===== src/rtl/tagger_pkg.sv =====
// Shared encodings for the store epoch tagger.
// Assumes: message kinds fit in two bits and are decoded downstream by value.
package tagger_pkg;

    typedef enum logic [1:0] {
        KIND_RELAXED = 2'd0,
        KIND_RELEASE = 2'd1,
        KIND_BARRIER = 2'd2
    } msg_kind_e;

endpackage


===== src/rtl/epoch_dir_counters.sv =====
// Per-directory Relaxed store counters for the open epoch.
// Does: one counter per directory, cleared as a group when an epoch closes.
// Assumes: inc_en and clr are never asserted together; inc_dir < NUM_DIRS.
module epoch_dir_counters #(
    parameter int NUM_DIRS = 4,
    parameter int CNT_W    = 4,
    parameter int DIR_W    = 2
) (
    input  logic                      clk,
    input  logic                      rst_n,
    input  logic                      inc_en,
    input  logic [DIR_W-1:0]          inc_dir,
    input  logic                      clr,
    output logic [NUM_DIRS*CNT_W-1:0] counts_flat,
    output logic [NUM_DIRS-1:0]       pending,
    output logic [NUM_DIRS-1:0]       at_max
);

    localparam logic [CNT_W-1:0] CNT_MAX = '1;

    for (genvar g = 0; g < NUM_DIRS; g++) begin : g_dir
        logic [CNT_W-1:0] cnt_q;

        // Count Relaxed stores to this directory; clear on epoch close.
        always_ff @(posedge clk) begin
            if (!rst_n) begin
                cnt_q <= '0;
            end else if (clr) begin
                cnt_q <= '0;
            end else if (inc_en && (inc_dir == DIR_W'(g))) begin
                cnt_q <= cnt_q + 1'b1;
            end
        end

        assign counts_flat[g*CNT_W +: CNT_W] = cnt_q;
        assign pending[g]                    = (cnt_q != '0);
        assign at_max[g]                     = (cnt_q == CNT_MAX);
    end

endmodule


===== src/rtl/epoch_table.sv =====
// Table of closed epochs awaiting completion from the directory side.
// Does: allocates the lowest free entry for each closed epoch, frees an entry
//       when a completion carries its epoch, reports when a new epoch cannot
//       be tracked (table full, or the current number is still outstanding).
// Assumes: alloc_en is only raised while busy is low.
module epoch_table #(
    parameter int DEPTH   = 4,
    parameter int EPOCH_W = 3
) (
    input  logic               clk,
    input  logic               rst_n,
    input  logic               alloc_en,
    input  logic [EPOCH_W-1:0] alloc_epoch,
    input  logic               cmp_valid,
    input  logic [EPOCH_W-1:0] cmp_epoch,
    input  logic [EPOCH_W-1:0] cur_epoch,
    output logic               busy
);

    localparam int IDX_W = (DEPTH > 1) ? $clog2(DEPTH) : 1;

    logic [DEPTH-1:0] valid_vec;
    logic [DEPTH-1:0] alias_vec;
    logic [IDX_W-1:0] alloc_idx;

    // Pick the lowest-numbered free entry.
    always_comb begin
        alloc_idx = '0;
        for (int i = DEPTH - 1; i >= 0; i--) begin
            if (!valid_vec[i]) begin
                alloc_idx = IDX_W'(i);
            end
        end
    end

    for (genvar g = 0; g < DEPTH; g++) begin : g_ent
        logic               valid_q;
        logic [EPOCH_W-1:0] ep_q;
        logic               hit;

        assign hit = cmp_valid && valid_q && (ep_q == cmp_epoch);

        // Hold one outstanding epoch; fill on allocate, drop on completion.
        always_ff @(posedge clk) begin
            if (!rst_n) begin
                valid_q <= 1'b0;
                ep_q    <= '0;
            end else if (alloc_en && !valid_q && (alloc_idx == IDX_W'(g))) begin
                valid_q <= 1'b1;
                ep_q    <= alloc_epoch;
            end else if (hit) begin
                valid_q <= 1'b0;
            end
        end

        assign valid_vec[g] = valid_q;
        assign alias_vec[g] = valid_q && (ep_q == cur_epoch);
    end

    assign busy = (&valid_vec) || (|alias_vec);

endmodule


===== src/rtl/store_epoch_tagger.sv =====
// Source-side store epoch tagger (top).
// Does: passes Relaxed stores through tagged with the open epoch, closes the
//       epoch on a Release (or on a counter about to wrap, via a barrier),
//       and stalls the store port when the closed-epoch table cannot accept.
// Assumes: store payload is stable while st_valid is high and st_ready low;
//          completions only name epochs that were sent.
module store_epoch_tagger #(
    parameter int NUM_DIRS  = 4,
    parameter int CNT_W     = 4,
    parameter int EPOCH_W   = 3,
    parameter int TBL_DEPTH = 4,
    parameter int ADDR_W    = 16,
    parameter int DATA_W    = 16,
    localparam int DIR_W    = (NUM_DIRS > 1) ? $clog2(NUM_DIRS) : 1
) (
    input  logic                      clk,
    input  logic                      rst_n,
    input  logic                      st_valid,
    output logic                      st_ready,
    input  logic                      st_release,
    input  logic [DIR_W-1:0]          st_dir,
    input  logic [ADDR_W-1:0]         st_addr,
    input  logic [DATA_W-1:0]         st_data,
    output logic                      msg_valid,
    input  logic                      msg_ready,
    output logic [1:0]                msg_kind,
    output logic [DIR_W-1:0]          msg_dir,
    output logic [ADDR_W-1:0]         msg_addr,
    output logic [DATA_W-1:0]         msg_data,
    output logic [EPOCH_W-1:0]        msg_epoch,
    output logic [NUM_DIRS*CNT_W-1:0] msg_counts,
    output logic [NUM_DIRS-1:0]       msg_pending,
    input  logic                      cmp_valid,
    input  logic [EPOCH_W-1:0]        cmp_epoch
);

    import tagger_pkg::*;

    logic [EPOCH_W-1:0]        cur_epoch_q;
    logic [NUM_DIRS*CNT_W-1:0] counts_flat;
    logic [NUM_DIRS-1:0]       pending_vec;
    logic [NUM_DIRS-1:0]       at_max_vec;
    logic                      tbl_busy;
    logic                      need_bar;
    logic                      needs_entry;
    logic                      blocked;
    logic                      msg_fire;
    logic                      close_fire;
    logic                      rlx_fire;
    msg_kind_e                 kind;

    // Decide whether this store closes an epoch and whether it must wait.
    always_comb begin
        need_bar    = st_valid && !st_release && at_max_vec[st_dir];
        needs_entry = st_valid && (st_release || need_bar);
        blocked     = needs_entry && tbl_busy;
    end

    assign msg_valid  = st_valid && !blocked;
    assign st_ready   = msg_ready && !blocked && !need_bar;
    assign msg_fire   = msg_valid && msg_ready;
    assign close_fire = msg_fire && needs_entry;
    assign rlx_fire   = msg_fire && !needs_entry;

    // Form the outgoing message fields.
    always_comb begin
        if (need_bar) begin
            kind = KIND_BARRIER;
        end else if (st_release) begin
            kind = KIND_RELEASE;
        end else begin
            kind = KIND_RELAXED;
        end
        msg_kind    = kind;
        msg_dir     = need_bar ? '0 : st_dir;
        msg_addr    = need_bar ? '0 : st_addr;
        msg_data    = need_bar ? '0 : st_data;
        msg_epoch   = cur_epoch_q;
        msg_counts  = needs_entry ? counts_flat : '0;
        msg_pending = needs_entry ? pending_vec : '0;
    end

    // Advance the open epoch number whenever an epoch-closing message leaves.
    always_ff @(posedge clk) begin
        if (!rst_n) begin
            cur_epoch_q <= '0;
        end else if (close_fire) begin
            cur_epoch_q <= cur_epoch_q + 1'b1;
        end
    end

    epoch_dir_counters #(
        .NUM_DIRS (NUM_DIRS),
        .CNT_W    (CNT_W),
        .DIR_W    (DIR_W)
    ) u_counters (
        .clk         (clk),
        .rst_n       (rst_n),
        .inc_en      (rlx_fire),
        .inc_dir     (st_dir),
        .clr         (close_fire),
        .counts_flat (counts_flat),
        .pending     (pending_vec),
        .at_max      (at_max_vec)
    );

    epoch_table #(
        .DEPTH   (TBL_DEPTH),
        .EPOCH_W (EPOCH_W)
    ) u_table (
        .clk         (clk),
        .rst_n       (rst_n),
        .alloc_en    (close_fire),
        .alloc_epoch (cur_epoch_q),
        .cmp_valid   (cmp_valid),
        .cmp_epoch   (cmp_epoch),
        .cur_epoch   (cur_epoch_q),
        .busy        (tbl_busy)
    );

endmodule


===== config.mk =====
export PLATFORM = sky130hd
export DESIGN_NAME = store_epoch_tagger
export DESIGN_NICKNAME = d
export VERILOG_FILES = /design/src/rtl/tagger_pkg.sv /design/src/rtl/epoch_dir_counters.sv /design/src/rtl/epoch_table.sv /design/src/rtl/store_epoch_tagger.sv
export SDC_FILE = /design/constraint.sdc
export NUM_CORES = 1
export LEC_CHECK = 0
export ABC_AREA = 1
export BUFFER_PORTS_ARGS = -buffer_cell sky130_fd_sc_hd__buf_2
export CAP_MARGIN = 5
export CORE_MARGIN = 2
export CORE_UTILIZATION = 54
export CTS_BUF_LIST = sky130_fd_sc_hd__clkbuf_2
export CTS_CLUSTER_DIAMETER = 100
export DETAILED_ROUTE_END_ITERATION = 16
export PLACE_DENSITY = 0.9
export SYNTH_ARGS = -nofsm -noshare
export SYNTH_HDL_FRONTEND = slang
export SYNTH_SLANG_ARGS = --single-unit
export TNS_END_PERCENT = 10

===== constraint.sdc =====
create_clock -name clk -period 4.47 [get_ports clk]
set_input_delay 0.447 -clock clk [delete_from_list [all_inputs] [get_ports clk]]
set_output_delay 0.447 -clock clk [all_outputs]
set_load 0.01 [all_outputs]

==> flow_summary.toml <==
[final_layout]
nets = 564
syn2layout_area_growth_pct = 21.6
drive_gt1_share_pct = 27.3
antenna_cells = 0
stdcell_area_mm2 = 0.00314

[global_routing]
grt_busiest_layer = "met2"
grt_max_degree = 37
grt_usage_pct = 23.5
grt_use_met3_pct = 4.01
grt_pass1_wl_mm = 9.97
grt_pass1_vias = 2344
overflow = 0
grt_use_met1_pct = 28.1
met2_usage_pct = 41.2
antenna_found_initial = 0

[clocking]
htreeDepth = 2
ctsHoldBuffers = 0
cts_inserted_buffers = 5
clockBufferDepth = 2
cts_setup_buffers = 0
root_buffer = "clkbuf_2"
cts_resized = 0
cts.sinks = 35
clk_latency_ps = 390
cts_tree = "done"
clk_pin_slew_ps = 180

[power_and_ir_drop]
pwr-share-seq_pct = 48.2
vdd_drop_max_mv = 0.198
internal-power_uw = 468
p_leak_nw = 1.69
power_frac_comb_pct = 22.3
swShare_pct = 31.0
power_uw = 678
clockPowerShare_pct = 29.4
power-per-cell-area_mw_per_mm2 = 216
switchingPower_uw = 210

[critical_path]
timing.critical_path.from = "u_counters.g_dir[3].cnt_q[0]"
startpoint_type = "flop"
r2r-start = "u_counters.g_dir[3].cnt_q[0]"
reg2reg_to = "u_counters.g_dir[2].cnt_q[3]"
r2r_slack_ps = 2240
reg2regPathDepth = 10
endpoint_kind = "output port"
path_class = "reg -> out"
cp-endpoint = "msg_addr[6]"
critPathMaxFanout = 36
cp.required_ps = 4020
cp_data_arrival_time_ps = 2500

[route]
first_pass_iters = 4
ant_nets = 0
vias = 2834
post_drt_via_cell_ratio = 5.00
drc = 0
wire_per_inst_um = 11.3
drtIter0Drc = 136
routed_wl_mm = 6.40

[die]
die-area_mm2 = 0.00535
die_height_um = 73.2
initial_utilization_pct = 55.4
core_mm2 = 0.00466
ioPinCount = 104
rows = 25
die_w_um = 73.2

[timing]
post-route-min-period_ps = 2950
min_period_over_period_pct = 66.0
timing.final.ws_setup_ps = 1520
tightest_slew_ps = 840
slew_violations = 0
fin_skew_ps = 14.2
hold_viol_final = 0
setup_tns_ps = 0
finalSetupViolCount = 0
clock.fmax_ghz = 0.339
grt_setup_unrepaired = "false"
relSlewSlack_pct = 43.6

[placement]
portBuffers = 103
dpl.hpwl_mm = 5.04
place_area_mm2 = 0.00308
place_ws_ps = 1940
place_congestion = 0.895

[synth]
ys_warn_count = 0
ys_seq_area_share_pct = 27.1
synth-seq-cells = 35
synthCells = 416
avgSynthCellArea_um2 = 6.21
syn_nets = 468
syn-cell-area_mm2 = 0.00258
yosysUniqueCellTypes = 35

[status]
status = "finished clean"

[flow_run]
max-cap-violations = 0

[worst_hold_path]
holdCritPathClass = "in -> reg"
-- layout by cell type, fill, tap and decap left out, types with 3 or more instances in the layout --
cell type	synthesis	routed
buf_2	3	103
nor2_1	98	98
nand2_1	93	93
inv_1	68	68
dfxtp_1	35	35
nand3_1	14	14
a21oi_1	13	13
o21ai_0	12	12
a21oi_2	10	10
ha_1	9	9
nand4_1	6	6
clkbuf_2	0	5
inv_2	4	4
a31oi_1	4	4
nand4_4	4	4
xor2_1	4	4
o22ai_1	4	4
nor3_1	4	4
o41ai_1	3	3
-- sequential cells by signal, indices dropped and copies added (netlist names) --
register	cells
msg_epoch	3
u_counters.g_dir.cnt_q	16
u_table.g_ent.ep_q	12
u_table.g_ent.valid_q	4
-- cell type report --
| type | count | area [µm²] |
|---|---|---|
| fillers | 412 | 1520 |
| well taps | 54 | 67.6 |
| repair buffers | 103 | 515 |
| multi-input cells | 291 | 1490 |
| clock inverters | 3 | 38.8 |
| inverters | 76 | 304 |
| clock buffers | 5 | 25.0 |
| flip-flops and latches | 35 | 701 |
-- synth_stat cells --
master / number / area (µm²)
nor2_1: 98 / 368
nand2_1: 93 / 349
inv_1: 68 / 255
dfxtp_1: 35 / 701
nand3_1: 14 / 70.1
a21oi_1: 13 / 65.1
o21ai_0: 12 / 60.1
a21oi_2: 10 / 87.6
ha_1: 9 / 113
nand4_1: 6 / 37.5
clkbuf_1: 5 / 18.8
a31oi_1: 4 / 25.0
buf_4: 4 / 30.0
inv_2: 4 / 15.0
nand4_4: 4 / 85.1
nor3_1: 4 / 20.0
o22ai_1: 4 / 25.0
xor2_1: 4 / 35.0
buf_2: 3 / 15.0
o41ai_1: 3 / 26.3
inv_4: 2 / 12.5
nand2_2: 2 / 12.5
nor2_2: 2 / 12.5
xnor2_1: 2 / 17.5
a21oi_4: 1 / 16.3
buf_1: 1 / 3.75
buf_12: 1 / 20.0
bufinv_8: 1 / 17.5
clkinv_1: 1 / 3.75
nand2_4: 1 / 11.3
nand3_2: 1 / 10.0
nand3_4: 1 / 17.5
nor2_4: 1 / 11.3
nor3b_1: 1 / 7.51
o2111ai_1: 1 / 8.76
-- kinds of logic after synthesis --
group / count (synthesis) / share of synthesized area [%]
buf+inv: 90 / 15.2
simple gates: 228 / 39.2
xor+xnor: 6 / 2.03
compound gates: 48 / 12.2
fa+ha+maj: 9 / 4.36
flops: 35 / 27.1
-- power by group through the flow --
stage / Combinational [mW] / Clock [mW] / Sequential [mW]
CTS: 0.152 / 0.203 / 0.327
finish: 0.152 / 0.200 / 0.327
global route: 0.170 / 0.214 / 0.329
floorplan: 0.103 / 0 / 0.329
global placement: 0.148 / 0 / 0.333
detailed placement: 0.152 / 0 / 0.334
-- metrics by stage --
| step | instances | hold WS (ps) | util (%) |
|---|---|---|---|
| 2_1_floorplan | 416 | 460 | - |
| 3_3_place_gp | 559 | 472 | 66.1 |
| 3_5_place_dp | 559 | 482 | 66.1 |
| 4_1_cts | 567 | 394 | 67.4 |
| 5_1_grt | 567 | 400 | 67.4 |
| 6_report | 567 | 392 | 67.4 |
-- worst max-delay path, cell delays in order, from the launching register on --
cell	delay, ps
dfxtp_1	360
ha_1	230
nand3_1	110
nand3_1	70
nand2_1	90
inv_2	50
nand4_1	60
clkinv_1	650
nor2_1	300
buf_2	170
-- layer usage --
| metal | vias up | share of wire [%] |
|---|---|---|
| li1 | 1470 | - |
| met1 | 1252 | 41 |
| met2 | 101 | 50 |
| met3 | 11 | 6.5 |
| met4 | 0 | 1.6 |
| met5 | - | 0 |
-- worst min path at each step --
| stage | start | endpoint | slack [ps] | depth (start not counted) |
|---|---|---|---|---|
| 2_1_floorplan | u_counters.g_dir[0].cnt_q[3] | u_counters.g_dir[0].cnt_q[3] | 460 | 2 |
| 3_3_place_gp | u_counters.g_dir[0].cnt_q[3] | u_counters.g_dir[0].cnt_q[3] | 470 | 2 |
| 3_5_place_dp | u_counters.g_dir[3].cnt_q[3] | u_counters.g_dir[3].cnt_q[3] | 480 | 2 |
| 4_1_cts | rst_n | u_table.g_ent[0].ep_q[0] | 390 | 3 |
| 5_1_grt | rst_n | u_table.g_ent[0].ep_q[2] | 400 | 3 |
| 6_report | rst_n | u_table.g_ent[0].ep_q[2] | 390 | 3 |
Note: power is estimated with default switching activity, not from simulation.
